--- src/rtl/dlms_pkg.sv ---
package dlms_pkg;

  typedef enum logic [1:0] {
    SAT_PASS = 2'd0,
    SAT_HIGH = 2'd1,
    SAT_LOW  = 2'd2
  } sat_e;

  // Decide how a wide sum maps back onto the narrow weight.
  // uniform: all bits from the weight sign bit upward agree.
  function automatic sat_e sat_classify(input logic neg, input logic uniform);
    if (uniform)  return SAT_PASS;
    else if (neg) return SAT_LOW;
    else          return SAT_HIGH;
  endfunction

endpackage

--- src/rtl/dlms_sample_line.sv ---
module dlms_sample_line #(
  parameter int XW    = 8,
  parameter int DEPTH = 6
) (
  input  logic                  clk,
  input  logic                  rst,
  input  logic [XW-1:0]         x_in,
  output logic [DEPTH*XW-1:0]   taps
);

  logic [XW-1:0] stage [DEPTH];

  always_ff @(posedge clk) begin
    if (rst) stage[0] <= '0;
    else     stage[0] <= x_in;
  end

  generate
    for (genvar k = 1; k < DEPTH; k++) begin : g_stage
      always_ff @(posedge clk) begin
        if (rst) stage[k] <= '0;
        else     stage[k] <= stage[k-1];
      end
    end
    for (genvar k = 0; k < DEPTH; k++) begin : g_out
      assign taps[k*XW +: XW] = stage[k];
    end
  endgenerate

endmodule

--- src/rtl/dlms_err_scale.sv ---
module dlms_err_scale #(
  parameter int EW       = 12,
  parameter int MU_SHIFT = 2
) (
  input  logic signed [EW-1:0] err_in,
  output logic signed [EW-1:0] err_scaled
);

  // Step size 2^-MU_SHIFT: one shared arithmetic shift for every lane.
  assign err_scaled = err_in >>> MU_SHIFT;

endmodule

--- src/rtl/dlms_mac_lane.sv ---
module dlms_mac_lane
  import dlms_pkg::*;
#(
  parameter int WW         = 8,
  parameter int XW         = 8,
  parameter int EW         = 12,
  parameter int PROD_SHIFT = 7
) (
  input  logic                 clk,
  input  logic                 rst,
  input  logic                 en,
  input  logic signed [EW-1:0] s_err,
  input  logic signed [XW-1:0] x_d,
  output logic signed [WW-1:0] w
);

  localparam int PW = EW + XW;
  localparam int SW = PW + 1;
  localparam int UW = SW - WW + 1;

  logic signed [PW-1:0] prod;
  logic signed [PW-1:0] incr;
  logic signed [SW-1:0] sum;
  logic [UW-1:0]        upper;
  logic                 uniform;
  sat_e                 mode;

  assign prod    = s_err * x_d;
  assign incr    = prod >>> PROD_SHIFT;
  assign sum     = SW'(w) + SW'(incr);
  assign upper   = sum[SW-1:WW-1];
  assign uniform = (upper == '0) || (upper == '1);
  assign mode    = sat_classify(sum[SW-1], uniform);

  always_ff @(posedge clk) begin
    if (rst) begin
      w <= '0;
    end else if (en) begin
      case (mode)
        SAT_HIGH: w <= {1'b0, {(WW-1){1'b1}}};
        SAT_LOW:  w <= {1'b1, {(WW-1){1'b0}}};
        default:  w <= sum[WW-1:0];
      endcase
    end
  end

endmodule

--- src/rtl/dlms_weight_array.sv ---
module dlms_weight_array #(
  parameter int NTAPS      = 4,
  parameter int WW         = 8,
  parameter int XW         = 8,
  parameter int EW         = 12,
  parameter int MU_SHIFT   = 2,
  parameter int PROD_SHIFT = 7,
  parameter int ADAPT_DLY  = 2
) (
  input  logic                    clk,
  input  logic                    rst,
  input  logic signed [XW-1:0]    x_in,
  input  logic signed [EW-1:0]    err_in,
  input  logic                    err_vld,
  output logic [NTAPS*WW-1:0]     w_out
);

  localparam int LINE = NTAPS + ADAPT_DLY;

  logic [LINE*XW-1:0]   taps;
  logic signed [EW-1:0] err_scaled;

  dlms_sample_line #(.XW(XW), .DEPTH(LINE)) u_line (
    .clk  (clk),
    .rst  (rst),
    .x_in (x_in),
    .taps (taps)
  );

  dlms_err_scale #(.EW(EW), .MU_SHIFT(MU_SHIFT)) u_scale (
    .err_in     (err_in),
    .err_scaled (err_scaled)
  );

  generate
    for (genvar i = 0; i < NTAPS; i++) begin : g_lane
      logic signed [XW-1:0] x_d;
      logic signed [WW-1:0] w_lane;

      // lane i pairs the stale error with the sample ADAPT_DLY+i deep
      assign x_d = taps[(ADAPT_DLY+i)*XW +: XW];

      dlms_mac_lane #(
        .WW(WW), .XW(XW), .EW(EW), .PROD_SHIFT(PROD_SHIFT)
      ) u_lane (
        .clk   (clk),
        .rst   (rst),
        .en    (err_vld),
        .s_err (err_scaled),
        .x_d   (x_d),
        .w     (w_lane)
      );

      assign w_out[i*WW +: WW] = w_lane;
    end
  endgenerate

endmodule

--- config.mk ---
export PLATFORM = sky130hd
export DESIGN_NAME = dlms_weight_array
export DESIGN_NICKNAME = d
export VERILOG_FILES = /design/src/rtl/dlms_pkg.sv /design/src/rtl/dlms_sample_line.sv /design/src/rtl/dlms_err_scale.sv /design/src/rtl/dlms_mac_lane.sv /design/src/rtl/dlms_weight_array.sv
export SDC_FILE = /design/constraint.sdc
export NUM_CORES = 1
export LEC_CHECK = 0
export ABC_AREA = 0
export BUFFER_PORTS_ARGS = -buffer_cell sky130_fd_sc_hd__buf_4
export CAP_MARGIN = 20
export CORE_UTILIZATION = 42
export CTS_CLUSTER_SIZE = 16
export DETAILED_ROUTE_END_ITERATION = 10
export PLACE_DENSITY_LB_ADDON = 0.05
export RECOVER_POWER = 25
export SLEW_MARGIN = 20
export SYNTH_ARGS = -nofsm -noshare
export SYNTH_HDL_FRONTEND = slang
export SYNTH_SLANG_ARGS = --single-unit
--- constraint.sdc ---
create_clock -name clk -period 13.6 [get_ports clk]
set_input_delay 2.72 -clock clk [delete_from_list [all_inputs] [get_ports clk]]
set_output_delay 2.72 -clock clk [all_outputs]
set_load 0.02 [all_outputs]
==> flow_summary.toml, run 1 <==
[run_status]
outcome = "finished, violations left"
failed_checks = "max-capacitance violations, max-slew violations"

[grt]
grt_use_total = 0.193
grt_pass1_vias = 11973
grt_max_degree = 68
grt_pass1_wl_mm = 59.6
grt_overflow = 0
antenna_found_initial = 0

[logic_synthesis]
yosysSeqAreaShare = 0.101
synth-edff-count = 0
synthCells = 1806
synth-seq-cells = 80
syn_avg_cell_area_um2 = 8.81
synth_common_cells = "inv_1, fa_1, and2_1"
synthMostInstantiatedCell = "inv_1"
async_flop_share = 0
synth_fp_nets = 2265
synth_area_um2 = 15900
ys.flop_type = "dfxtp_1"
synthTopCellsByArea = "fa_1, ha_1, dfxtp_1, inv_1, and2_1"
synth.top_cell.area_share = 0.332
ys_types = 70
yosysTopAreaCell = "fa_1"
yosysWarnings = 0

[clocking]
clock_path_buffers = 2
cts_resized = 0
cts_max_level = 3
insertion_delay_ns = 0.37
clock-root-buffer = "clkbuf_16"
cts_hold_buf = 0
cts_tree = "built"
cts_setup_buffers = 0
cts.sinks = 80
cts_buffers = 9
clk_pin_slew_ns = 0.07

[routing]
num_vias = 11552
ant_nets = 0
wl_per_cell_um = 14.8
drc_errors = 0
drtPass1Iterations = 6
drt_wl_total_mm = 34.3
avgViaCountPerCell = 4.99
drtIter0Drc = 386

[setup_path]
slowest_stage = "a2111oi_0"
critPathMaxStageDelay_ns = 0.79
cp_common_cell = "fa_1"
cp.arrival_ns = 9.38
cp_max_fo = 32
startpoint_type = "input port"
crit_chain = "buf_4 -> nand2_1 -> fa_1 -> fa_1 -> inv_1 -> fa_1 -> inv_1 -> fa_1 -> inv_1 -> ha_1 -> o21a_1 -> a2111oi_0 -> o31ai_1 -> a21o_1 -> a21oi_1 -> xnor2_1 -> ha_1 -> nand2_1 -> nor4_1 -> a221oi_2 -> o211ai_1 -> nand3_1 -> a41o_1 -> a211oi_1"
path_class = "in -> reg"
path_buf_inv = 4
critPathRequiredTime_ns = 13.84
end_kind = "flip-flop"
critical-path-top-delay-family = "compound AO/OA/AOI/OAI gates"

[placement]
dp_hpwl_mm = 27.0
numPortBuffers = 52
postPlaceCellArea_um2 = 16700
placed_cells = 2297
dpl_worst_slack_ns = 4.13
place_congestion = 0.818

[sta]
slew_headroom = -1.14
tns_ns = 0
setup_slack_ns = 4.46
slew_viol_final = 68
worstMarginPinSlew_ns = 3.21
hold_slack_ns = 0.429
fin_crit_ns = 9.14
fmax_mhz = 109
setup_violations = 0
skew_ns = 0.0149
rsz0062_at_grt = "no"
hold_violations = 0
min_period_over_period = 0.672

[worst_hold_path]
min-delay-path-class = "reg -> reg"

[power]
finalPower_uw = 899
ir_drop_mv = 0.0742
power_density_nw_per_um2 = 53.0
leakagePower_nw = 8.74

[floorplanning]
io_pins = 55
std_cell_rows = 70
initial_core_util = 0.430
chipWidth_um = 197
core_um2 = 37000
die_h_um = 197
die-area_um2 = 38700

[finish]
stdcell_count = 2314
final_cell_area_um2 = 17000
nFillCells = 3766
fin_util = 0.459
area_delta_synth_final_pct = 6.66
drive_above_1_share = 0.0448
nets = 2263

[job]
maxCapViolations = 1
logic make-up after synthesis:
logic type / share of synthesized area
flops: 0.101
compound gates: 0.0949
buf+inv: 0.0994
xor+xnor: 0.0468
fa+ha+maj: 0.468
simple gates: 0.190
mux: 0.000629
final timing paths:
check | from | to | slack, ns | depth (start not counted)
min reg2reg | u_line.stage[0][1]$_SDFF_PP0_ | u_line.stage[0][9]$_SDFF_PP0_ | 0.43 | 1
max reg2reg | u_line.stage[1][7]$_SDFF_PP0_ | g_lane[0].u_lane.w[6]$_SDFFE_PP0P_ | 6.39 | 23
max | err_in[9] | g_lane[0].u_lane.w[6]$_SDFFE_PP0P_ | 4.46 | 24
min | u_line.stage[0][1]$_SDFF_PP0_ | u_line.stage[0][9]$_SDFF_PP0_ | 0.43 | 1
cell usage in the layout (no fill, tap or decap), types with 14 or more instances in the layout:
| cell | netlist | final |
|---|---|---|
| and2_1 | 178 | 178 |
| a21oi_1 | 37 | 37 |
| fa_1 | 264 | 264 |
| a31oi_1 | 14 | 14 |
| xnor2_1 | 60 | 60 |
| ha_1 | 172 | 172 |
| nand2b_1 | 22 | 22 |
| nor2_1 | 98 | 98 |
| a211oi_1 | 26 | 26 |
| a21o_1 | 19 | 19 |
| nand3_1 | 15 | 15 |
| dfxtp_1 | 80 | 80 |
| nand2_1 | 139 | 139 |
| nor2b_1 | 50 | 50 |
| and3_1 | 17 | 17 |
| xor2_1 | 25 | 25 |
| nor3_1 | 17 | 17 |
| buf_4 | 0 | 51 |
| inv_1 | 343 | 343 |
| o21ai_0 | 30 | 30 |
power breakdown:
| group | switching, mW | internal (mW) | leakage [nW] |
|---|---|---|---|
| clock network | 0.111 | 0.161 | 0.150 |
| logic | 0.206 | 0.145 | 7.93 |
| registers | 0.0227 | 0.254 | 0.658 |
| total | 0.339 | 0.560 | 8.74 |
area by class of cell:
class	count	area, um2	area share
diodes	1	2.50	0.000148
multi-input cells	1313	12700	0.750
flip-flops and latches	80	1600	0.0944
clock inverters	5	81.3	0.00479
well taps	504	631	0.0372
inverters	347	1300	0.0768
clock buffers	11	233	0.0137
repair buffers	53	390	0.0230
metal layers:
metal,vias to the layer above,part of all wire,track usage
li1,5674,-,-
met2,110,0.48,0.331
met5,-,0,0
met4,0,0.013,0.0413
met1,5741,0.49,0.266
met3,27,0.018,0.0169
flip-flops by register name (all words and copies together) (netlist names):
name	count
u_line.stage	48
g_lane.u_lane.w	32
Note: power is estimated with default switching activity, not from simulation.
==> run 2: changes to the inputs <==
- ABC_AREA: 0 -> 1
- clock period: 13.6 -> 9.4 ns (I/O delays scaled with it)
==> run 2 against run 1 <==
  * The flow still finishes with violations (max-capacitance violations, max-slew violations)
  * Clock-buffer cell count shrank 1
  * Synthesized area grew 6.7%
  * Utilization fell by 0.45 points
  * Power grew 48%
  * First-iteration DRC count grew 69%
  * Largest cell class unchanged
==> flow_summary.toml, run 2 <==
[run_status]
outcome = "finished, violations left"
failed_checks = "max-capacitance violations, max-slew violations"

[logic_synthesis]
yosysWarnings = 0
ys.flop_type = "dfxtp_1"
yosysTopAreaCell = "fa_1"
synth_fp_nets = 2817
synth_area_um2 = 17000
yosysSeqAreaShare = 0.0943
synth-seq-cells = 80
synth.top_cell.area_share = 0.311
ys_types = 39
synth_common_cells = "inv_1, nand2_1, fa_1"
synth-edff-count = 0
async_flop_share = 0
synthMostInstantiatedCell = "inv_1"
syn_avg_cell_area_um2 = 7.20
synthCells = 2358
synthTopCellsByArea = "fa_1, inv_1, nand2_1, ha_1, dfxtp_1"

[finish]
area_delta_synth_final_pct = 6.63
multi_input_area_um2 = 12600
largest_reg_flops = 48
stdcell_count = 2883
drive_above_1_share = 0.0420
final_cell_mix = "inv_1, nand2_1, fa_1, ha_1, nor2_1"
final_common_cell = "inv_1"
antennaDiodeCount = 0
regArea_um2 = 1600
regMostFlops = "u_line.stage"
reg_top3 = "u_line.stage: 48 flops, g_lane.u_lane.w: 32 flops"
nFillCells = 4202
nets = 2812

[grt]
grt_overflow = 0
grt_max_degree = 54
antenna_found_initial = 0
grt_use_total = 0.207
grt_pass1_wl_mm = 67.8
grt_pass1_vias = 13639

[sta]
fin_crit_ns = 7.64
hold_violations = 0
hold_slack_ns = 0.404
setup_violations = 0
rsz0062_at_grt = "no"
tns_ns = 0
slew_headroom = -0.933
skew_ns = 0.0110
min_period_over_period = 0.813
slew_viol_final = 54
fmax_mhz = 131
worstMarginPinSlew_ns = 2.90

[floorplanning]
std_cell_rows = 73
chipWidth_um = 203
die-area_um2 = 41200
io_pins = 55
core_um2 = 39800
initial_core_util = 0.426
die_h_um = 203

[routing]
wl_per_cell_um = 13.8
drtPass1Iterations = 5
avgViaCountPerCell = 4.67
drtIter0Drc = 653
drt_wl_total_mm = 39.6
num_vias = 13469
drc_errors = 0
ant_nets = 0

[power]
combPwrFrac = 0.379
ir_drop_mv = 0.0903
power.net_switching_uw = 539
finalPower_mw = 1.33
p_int_uw = 794
power_density_nw_per_um2 = 73.6
clkPwrFrac = 0.325
seqPwrFrac = 0.295
leakagePower_nw = 11.2
swShare = 0.404

[setup_path]
r2r_cells = 27
startpoint_type = "input port"
end_kind = "flip-flop"
cp_max_fo = 32
path_class = "in -> reg"
cp.arrival_ns = 7.91
critPathRequiredTime_ns = 9.66

[clocking]
insertion_delay_ns = 0.39
cts_max_level = 3
clock_path_buffers = 2
cts.sinks = 80
cts_tree = "built"
clock-root-buffer = "clkbuf_16"
cts_hold_buf = 0
clk_pin_slew_ns = 0.07
cts_resized = 0
cts_setup_buffers = 0
cts_buffers = 9

[worst_hold_path]
hold_depth = 2
min-delay-path-class = "reg -> reg"

[placement]
placed_cells = 2867
dp_hpwl_mm = 31.4
numPortBuffers = 52
place_congestion = 0.834

[job]
maxCapViolations = 1
## run 2: changes by cell type after synthesis, moves of 22 or more
| cell | before | now |
|---|---|---|
| a211oi_1 | 26 | 4 |
| a21oi_1 | 37 | 93 |
| and2_1 | 178 | 0 |
| inv_1 | 343 | 670 |
| nand2_1 | 139 | 597 |
| nand2b_1 | 22 | 0 |
| nand3_1 | 15 | 70 |
| nor2_1 | 98 | 123 |
| nor2b_1 | 50 | 0 |
| xnor2_1 | 60 | 37 |
| xor2_1 | 25 | 51 |
## run 2: worst paths after layout
path	slack, ns	end	start
min reg2reg	0.40	u_line.stage[0][10]$_SDFF_PP0_	u_line.stage[0][2]$_SDFF_PP0_
min	0.40	u_line.stage[0][10]$_SDFF_PP0_	u_line.stage[0][2]$_SDFF_PP0_
max	1.76	g_lane[0].u_lane.w[6]$_SDFFE_PP0P_	err_in[7]
max reg2reg	2.98	g_lane[0].u_lane.w[6]$_SDFFE_PP0P_	u_line.stage[1][3]$_SDFF_PP0_
## run 2: logic make-up (layout without fill, tap and decap cells)
kind of cell    after synthesis  in the layout  share of synthesized area
compound gates              172            172                     0.0578
xor+xnor                     90             90                     0.0473
fa+ha+maj                   436            436                      0.438
buf+inv                     743            743                      0.164
flops                        80             80                     0.0943
simple gates                837            837                      0.198
## run 2: power by group through the flow
stage	clock network, mW	logic, mW	registers, mW
after global placement	0	0.504	0.402
after CTS	0.453	0.510	0.394
after global routing	0.462	0.573	0.398
after floorplan	0	0.350	0.414
final	0.433	0.505	0.394
after detailed placement	0	0.507	0.402
## run 2: area by class of cell
type	count	share of cell area
clock buffer	10	0.0132
clock inverter	6	0.00539
inverter	675	0.140
multi-input combinational	1535	0.695
sequential	80	0.0885
tap	525	0.0363
timing repair buffer	52	0.0214
## run 2: layer usage
metal,vias to the layer above,wire (um),global-route usage
li1,6839,-,-
met1,6432,18700,0.278
met2,163,18900,0.348
met3,35,1110,0.0287
met4,0,960,0.0569
met5,-,0,0
## run 2: critical path, stage by stage
cell,delay [ns]
buf_4,0.39
nand2_1,0.15
fa_1,0.53
fa_1,0.55
inv_1,0.05
fa_1,0.47
inv_1,0.05
fa_1,0.47
inv_1,0.04
ha_1,0.32
nand2_1,0.08
o21a_1,0.18
nand2_1,0.20
a21boi_0,0.18
o21ai_0,0.40
nand2_1,0.12
nand3_1,0.09
nand2_1,0.07
ha_1,0.36
nand2_1,0.13
nor2_1,0.14
nand3_1,0.17
nand3_1,0.15
nand2_1,0.06
nand2_1,0.07
nand3_2,0.09
a21oi_2,0.34
a21oi_1,0.13
## run 2: metrics by stage
| stage | setup WS (ns) | utilization | area [um2] |
|---|---|---|---|
| final | 1.76 | 0.455 | 18100 |
| after global placement | 1.41 | 0.446 | 17800 |
| after CTS | 1.77 | 0.455 | 18100 |
| after detailed placement | 1.34 | 0.446 | 17800 |
| after global routing | 1.24 | 0.455 | 18100 |
| after floorplan | 2.11 | - | 17000 |
